--- src/rtl/prn_port_pkg.sv ---
package prn_port_pkg;
  localparam int READY_BIT = 0;
  localparam int OVR_BIT   = 1;
  localparam int FLAG_LSB  = 2;
endpackage

--- src/rtl/prn_addr_dec.sv ---
module prn_addr_dec #(
  parameter int          ADDR_W    = 16,
  parameter logic [15:0] CHAR_ADDR = 16'hFFE0,
  parameter logic [15:0] STAT_ADDR = 16'hFFE2
) (
  input  logic [ADDR_W-1:0] addr,
  input  logic              wr,
  input  logic              rd,
  output logic              wr_char,
  output logic              rd_stat
);
  always_comb begin
    wr_char = wr && (addr == ADDR_W'(CHAR_ADDR));
    rd_stat = rd && (addr == ADDR_W'(STAT_ADDR));
  end
endmodule

--- src/rtl/prn_handshake.sv ---
module prn_handshake #(
  parameter int DATA_W = 16,
  parameter int CHAR_W = 8
) (
  input  logic              clk,
  input  logic              rst,
  input  logic              wr_char,
  input  logic              rd_stat,
  input  logic [DATA_W-1:0] wdata,
  input  logic              ack,
  output logic              ready,
  output logic              ovr,
  output logic [CHAR_W-1:0] char_q,
  output logic              strobe
);
  always_ff @(posedge clk) begin
    if (rst) begin
      ready  <= 1'b1;
      strobe <= 1'b0;
      char_q <= '0;
      ovr    <= 1'b0;
    end else begin
      strobe <= 1'b0;
      if (wr_char && ready) begin
        char_q <= wdata[CHAR_W-1:0];
        strobe <= 1'b1;
        ready  <= 1'b0;
      end else if (!ready && ack) begin
        ready <= 1'b1;
      end
      if (wr_char && !ready) ovr <= 1'b1;
      else if (rd_stat)      ovr <= 1'b0;
    end
  end

  // strobe lasts one cycle and comes with busy
  p_strobe_single_r3: assert property (@(posedge clk) disable iff (rst)
    strobe |=> !strobe);
  p_strobe_busy_r3: assert property (@(posedge clk) disable iff (rst)
    strobe |-> !ready);
  // acknowledge while busy restores ready
  p_ack_ready_r4: assert property (@(posedge clk) disable iff (rst)
    (!ready && ack) |=> ready);
  // busy write leaves the character and strobe alone
  p_busy_drop_r5: assert property (@(posedge clk) disable iff (rst)
    (wr_char && !ready) |=> (!strobe && $stable(char_q)));
  // dropped write records overrun
  p_ovr_set_r6: assert property (@(posedge clk) disable iff (rst)
    (wr_char && !ready) |=> ovr);
  // ready falls only through an accepted write
  p_ready_fall_r8: assert property (@(posedge clk) disable iff (rst)
    $fell(ready) |-> strobe);
endmodule

--- src/rtl/prn_status.sv ---
module prn_status #(
  parameter int DATA_W = 16
) (
  input  logic              clk,
  input  logic              rst,
  input  logic              rd_stat,
  input  logic              ready,
  input  logic              ovr,
  input  logic [DATA_W-3:0] flags,
  output logic [DATA_W-1:0] rdata
);
  import prn_port_pkg::*;
  logic [DATA_W-3:0] flags_q;

  always_ff @(posedge clk) begin
    if (rst) begin
      flags_q <= '0;
      rdata   <= '0;
    end else begin
      flags_q <= flags;
      if (rd_stat) begin
        rdata[READY_BIT]           <= ready;
        rdata[OVR_BIT]             <= ovr;
        rdata[DATA_W-1:FLAG_LSB]   <= flags_q;
      end else begin
        rdata <= '0;
      end
    end
  end

  // status read reports the ready state seen at the read
  p_ready_report_r2: assert property (@(posedge clk) disable iff (rst)
    rd_stat |=> (rdata[READY_BIT] == $past(ready)));
  // an overrun seen at a read is reported by that read
  p_ovr_report_r6: assert property (@(posedge clk) disable iff (rst)
    (rd_stat && ovr) |=> rdata[OVR_BIT]);
endmodule

--- src/rtl/prn_port.sv ---
module prn_port #(
  parameter int          ADDR_W    = 16,
  parameter int          DATA_W    = 16,
  parameter int          CHAR_W    = 8,
  parameter logic [15:0] CHAR_ADDR = 16'hFFE0,
  parameter logic [15:0] STAT_ADDR = 16'hFFE2
) (
  input  logic              clk,
  input  logic              rst,
  input  logic [ADDR_W-1:0] bus_addr,
  input  logic              bus_wr,
  input  logic              bus_rd,
  input  logic [DATA_W-1:0] bus_wdata,
  output logic [DATA_W-1:0] bus_rdata,
  input  logic [DATA_W-3:0] prn_flags,
  input  logic              prn_ack,
  output logic [CHAR_W-1:0] prn_data,
  output logic              prn_strobe
);
  logic wr_char, rd_stat, ready, ovr;

  prn_addr_dec #(.ADDR_W(ADDR_W), .CHAR_ADDR(CHAR_ADDR), .STAT_ADDR(STAT_ADDR)) u_dec (
    .addr(bus_addr), .wr(bus_wr), .rd(bus_rd), .wr_char(wr_char), .rd_stat(rd_stat));

  prn_handshake #(.DATA_W(DATA_W), .CHAR_W(CHAR_W)) u_hs (
    .clk(clk), .rst(rst), .wr_char(wr_char), .rd_stat(rd_stat), .wdata(bus_wdata),
    .ack(prn_ack), .ready(ready), .ovr(ovr), .char_q(prn_data), .strobe(prn_strobe));

  prn_status #(.DATA_W(DATA_W)) u_stat (
    .clk(clk), .rst(rst), .rd_stat(rd_stat), .ready(ready), .ovr(ovr),
    .flags(prn_flags), .rdata(bus_rdata));

  // a read of the character address returns zero
  p_char_read_zero_r8: assert property (@(posedge clk) disable iff (rst)
    (bus_rd && !bus_wr && bus_addr == ADDR_W'(CHAR_ADDR)) |=> (bus_rdata == '0));
endmodule

--- config.mk ---
export PLATFORM = sky130hd
export DESIGN_NAME = prn_port
export DESIGN_NICKNAME = d
export VERILOG_FILES = /design/src/rtl/prn_port_pkg.sv /design/src/rtl/prn_addr_dec.sv /design/src/rtl/prn_handshake.sv /design/src/rtl/prn_status.sv /design/src/rtl/prn_port.sv
export SDC_FILE = /design/constraint.sdc
export NUM_CORES = 1
export LEC_CHECK = 0
export BUFFER_PORTS_ARGS = -buffer_cell sky130_fd_sc_hd__buf_4
export CAP_MARGIN = 10
export CELL_PAD_IN_SITES_DETAIL_PLACEMENT = 1
export CELL_PAD_IN_SITES_GLOBAL_PLACEMENT = 1
export CORE_MARGIN = 5
export CORE_UTILIZATION = 32
export DETAILED_ROUTE_END_ITERATION = 10
export PLACE_DENSITY_LB_ADDON = 0.1
export SLEW_MARGIN = 20
export SYNTH_ARGS = -nofsm -noshare
export SYNTH_HDL_FRONTEND = slang
export SYNTH_SLANG_ARGS = --single-unit
--- constraint.sdc ---
create_clock -name clk -period 4.97 [get_ports clk]
set_clock_uncertainty 0.15 [all_clocks]
set_input_delay 0.7455 -clock clk [delete_from_list [all_inputs] [get_ports clk]]
set_output_delay 0.7455 -clock clk [all_outputs]
set_load 0.01 [all_outputs]
* Yosys cells after proc, flatten, opt, wreduce, memory -nomap -nowiden
Index checks and enable logic that the tools add are counted.
** Word-level totals
- Register bits after elaboration :: 41
- Latch bits :: 0
- RAM bits :: 0
- Memory bits (read-only) :: 0
- Input port bits :: 51
- Logic and storage cells :: 23
- Memories :: 0
** Operators by class
- Add/sub/neg operators :: 0
- Multipliers :: 0
- Div/mod/pow operators :: 0
- Magnitude comparators :: 0
- Equal/unequal tests :: 2
- Shift operators :: 0
- Muxes and demuxes :: 5
- Bitwise logic cells :: 1
- Reduce and logical (&&, ||, !) cells :: 9
** Operators by type and width (number)
- 16-bit == test, second input constant :: 2
- 1-bit logical AND :: 5
- 1-bit two-way mux :: 5
- 2-bit nonzero test :: 2
- 2-bit OR reduction :: 1
- 1-bit zero test :: 1
- 1-bit NOT :: 1

* Depth between registers and ports, before layout
- Word-level depth :: 4
- Depth in mapped cells :: 5
- Mapped depth without buffers :: 4

* By module
Synthesis repeated with hierarchy kept, for this count alone.
** Unflattened totals
- Cell total of the unflattened synthesis :: 118
- Area total of the unflattened synthesis :: 1391.3 µm²
** By module, submodules not included
- prn_status :: instances 1, cells an instance 64, area an instance 857.1 µm²
- prn_handshake :: instances 1, cells an instance 47, area an instance 479.2 µm²
- prn_addr_dec :: instances 1, cells an instance 7, area an instance 55.1 µm²

* Least setup slack after synthesis
OpenSTA, ideal clock, no wires.
- Path type :: in2reg
- Start :: input port bus_addr[0]
- End :: register u_hs.ovr
- Library setup time :: 0.070 ns
- Data arrival time :: 2.172 ns
- Data required time :: 4.750 ns
- Slack :: 2.578 ns
- Stages on the path :: 4
- Cell sequence :: or3b_1 -> or4_4 -> or4b_1 -> a21oi_1
** Between the ends
- Word-level cells in the longest chain between the ends :: 4
- Elaborated cells between the ends (all ways) :: 7
- Those cells by class :: eq/ne (2); mux (1); reduce/logical (4)
** Ends and longest elaborated chain
- start: declaration :: RTL line prn_port.sv:10 : input logic [ADDR_W-1:0] bus_addr,
- 16-bit == test :: RTL line prn_addr_dec.sv:13 : wr_char = wr && (addr == ADDR_W'(CHAR_ADDR));
- 1-bit logical AND :: RTL line prn_addr_dec.sv:13
- 1-bit logical AND :: RTL line prn_handshake.sv:31 : if (wr_char && !ready) ovr <= 1'b1;
- 1-bit two-way mux or 2-bit nonzero test (tied branches)
- end signal: assignment :: RTL line prn_handshake.sv:21 : ovr <= 1'b0;
- end signal: assignment :: RTL line prn_handshake.sv:31
- end signal: assignment :: RTL line prn_handshake.sv:32 : else if (rd_stat) ovr <= 1'b0;
- end: declaration :: RTL line prn_handshake.sv:12 : output logic ovr,
Parallel ways exist; a longest one is shown, timed or not.
A chain may end at the register's enable or synchronous reset.

* Worst setup path in the final report
- Start :: input port bus_addr[0]
- End :: register u_stat.rdata[11]
** Between the ends
- Word-level cells in the longest chain between the ends :: 4
** Ends and longest elaborated chain
- 16-bit == test :: RTL line prn_addr_dec.sv:14 : rd_stat = rd && (addr == ADDR_W'(STAT_ADDR));
- 1-bit logical AND :: RTL line prn_addr_dec.sv:14
- 1-bit NOT (no source line)
- 2-bit OR reduction (no source line)
- end signal: indexed assignment :: RTL line prn_status.sv:22 : rdata[READY_BIT] <= ready;
- end signal: indexed assignment :: RTL line prn_status.sv:23 : rdata[OVR_BIT] <= ovr;
- end signal: indexed assignment :: RTL line prn_status.sv:24 : rdata[DATA_W-1:FLAG_LSB] <= flags_q;
- end: declaration :: RTL line prn_status.sv:10 : output logic [DATA_W-1:0] rdata
Every way passes these cells.

==> summary.txt <==
Run status
  – Outcome: finished, final reports clean

Detailed routing
  – Vias: 1,094
  – Drt pass-1 iters: 3
  – WL per Instance: 13.6 microns
  – Residual DRC: 0
  – Post-route ant nets: 0
  – Vias/cell: 4.64
  – Total wire length: 3200 microns
  – DRT iter0 DRCs: 30

Timing
  – Fin Setup TNS: 0 ns
  – Final setup fails: 0
  – Worst-margin pin slew: 0.751 ns
  – Final-report max-slew violation count: 0
  – Final cycle utilization of the critical path: 0.483
  – Slew Limit Headroom: 0.495
  – FMAX: 0.417 GHz
  – Unrepaired setup endpoints after global routing: no
  – Post-layout min period: 2.40 ns
  – Fin. Hold Viols: 0

Place
  – GP Congestion: 0.716
  – I/O Buffers: 67
  – HPWL after detailed placement: 2380 microns
  – DP Area: 1820 sq um

Synthesis
  – Avg Cell Area, Syn: 11.1 sq um
  – Yosys reg bits: 41
  – Yosys warns: 0
  – Gate count of the mapped netlist: 116
  – Post-Syn Area: 1280 sq um
  – Number of synthesized flops with an enable pin: 0
  – Share of the synthesized area in the top cell type: 0.640
  – Area leader, netlist: dfxtp_1
  – Async S/R FF share, synth: 0
  – Synth top area cells: dfxtp_1 64%, and2_1 7.8%, nor2b_1 6.8%
  – Post-Syn Nets: 167
  – Post-synthesis sequential area ratio: 0.640
  – Synth cell types: 23
  – Top FF cell, synth: dfxtp_1

Critical path
  – Startpoint types: primary input
  – Flop2flop setup slack: 3.65 ns
  – Worst EP required: 5.05 ns
  – Worst setup EP type: register
  – Worst Path Arrival: 2.48 ns
  – Critical path fanouts, max: 16
  – Crit path kind: primary input to register

Global routing
  – Overflow after GRT: 0
  – Largest net degree at the start of global routing: 27
  – Total track usage: 0.123
  – Vias in the first global route: 1,141
  – First-pass GRT wire length: 5020 microns
  – Initial antenna violation count: 0

CTS
  – CTS buffer count: 5
  – CTS tree: done
  – H-tree lvl count: 2
  – Root Driver: clkbuf_8
  – Post-CTS Resized: 0
  – Clk_lat worst skew: 0.28 ns
  – Clock slew at reported path FFs: 0.07 ns
  – Cts hold-fix bufs: 0
  – Clock Tree Buf Depth: 2
  – Clk sinks: 41
  – Post-CTS setup repair buffer count: 0

Layout
  – Layout area overhead: 51.3%
  – Layout cell share with drive strength beyond 1: 0.414
  – Most common cell after layout, fill and taps aside: buf_4
  – Design Area, Final: 1940 sq um
  – Diode count: 0
  – Fill count: 441
  – Final #Nets: 236
  – Core Util, Final: 0.492
  – Commonest cells after routing, fill and taps aside: 67 x buf_4, 41 x dfxtp_1, 16 x and2_1

Floorplan
  – Die Y: 73.3 microns
  – Die Wd: 73.3 microns
  – Cell row count: 23
  – I/O pin count: 76
  – Initial core utilization: 0.325
  – Core area: 3940 sq um
  – Die ar.: 5370 sq um

Pwr
  – VDD IR max: 0.176 mV
  – Net switching power: 0.000120 W
  – Combinational share of power: 0.059
  – Internal power: 0.000523 W
  – Clk pwr share: 0.420
  – Reg power frac: 0.522
  – Switching Share: 0.186
  – PwrDens: 331 nW/um^2
  – Pleak: 0.855 nW

Flow run
  – MaxCap Viol Count: 0

Worst hold path
  – Worst min-delay path class: register to register
[through the flow]
stage	setup slack, ns	hold WS (ns)	total power (W)	std cells
after floorplan	2.58	0.256	0.000352	116
after global placement	2.30	0.258	0.000379	228
after detailed placement	2.19	0.265	0.000381	228
after CTS	2.50	0.278	0.000651	236
after global routing	2.46	0.294	0.000671	236
final	2.57	0.276	0.000643	236
[critical path, stage by stage]
cell	delay [ns]
buf_4	0.11
or3b_1	0.41
or4_4	0.53
nor3_4	0.48
and2_1	0.20
[sequential cells by signal, indices dropped and copies added, names as in the netlist]
register,flops
u_stat.flags_q,14
u_stat.rdata,16
u_hs.char_q,8
u_hs.ovr,1
u_hs.strobe,1
u_hs.ready,1
[power by group through the flow]
| stage | logic [W] | clock network (W) | registers, W |
|---|---|---|---|
| global route | 0.0000409 | 0.000294 | 0.000336 |
| finish | 0.0000377 | 0.000270 | 0.000335 |
| floorplan | 0.00000986 | 0 | 0.000343 |
| global placement | 0.0000363 | 0 | 0.000343 |
| detailed placement | 0.0000378 | 0 | 0.000343 |
| CTS | 0.0000380 | 0.000278 | 0.000335 |
[synthesized netlist by cell type (2+ instances only)]
library cell  number
a21oi_1            9
and2_1            16
clkbuf_1           2
dfxtp_1           41
nand3_1            8
nand4b_1           2
nor2b_1           14
o21ai_0            9
[final cells by class]
cell class / instances / area (sq um) / share of cell area
tap: 50 / 62.6 / 0.0322
clock inverter: 1 / 30.0 / 0.0155
multi-input combinational: 70 / 438 / 0.226
sequential: 41 / 821 / 0.423
timing repair buffer: 67 / 503 / 0.259
clock buffer: 7 / 86.3 / 0.0445
[worst paths after layout]
| check | from | to | depth (start not counted) |
|---|---|---|---|
| worst max-delay path | bus_addr[0] | u_stat.rdata[11]$_SDFF_PP0_ | 5 |
| worst min-delay path | u_stat.flags_q[13]$_SDFF_PP0_ | u_stat.rdata[15]$_SDFF_PP0_ | 1 |
| worst min register to register | u_stat.flags_q[13]$_SDFF_PP0_ | u_stat.rdata[15]$_SDFF_PP0_ | 1 |
| worst max register to register | u_hs.ready$_SDFFE_PP1P_ | u_hs.char_q[6]$_SDFFE_PP0P_ | 3 |
[layer usage]
metal	share of wire	wire [microns]	global-route usage	vias to the layer above
met5	0	0	0	-
met4	0.0087	28	0.0423	0
met3	0.12	387	0.0629	5
met2	0.51	1620	0.215	49
met1	0.36	1170	0.126	513
li1	-	-	-	527
[cell families (layout without fill, tap and decap cells)]
kind of cell / after synthesis / count (layout) / synth area share
compound gates: 19 / 19 / 0.0751
buf+inv: 5 / 75 / 0.0234
flops: 41 / 41 / 0.640
simple gates: 51 / 51 / 0.261
No activity file was read; power rests on OpenSTA's default activity.
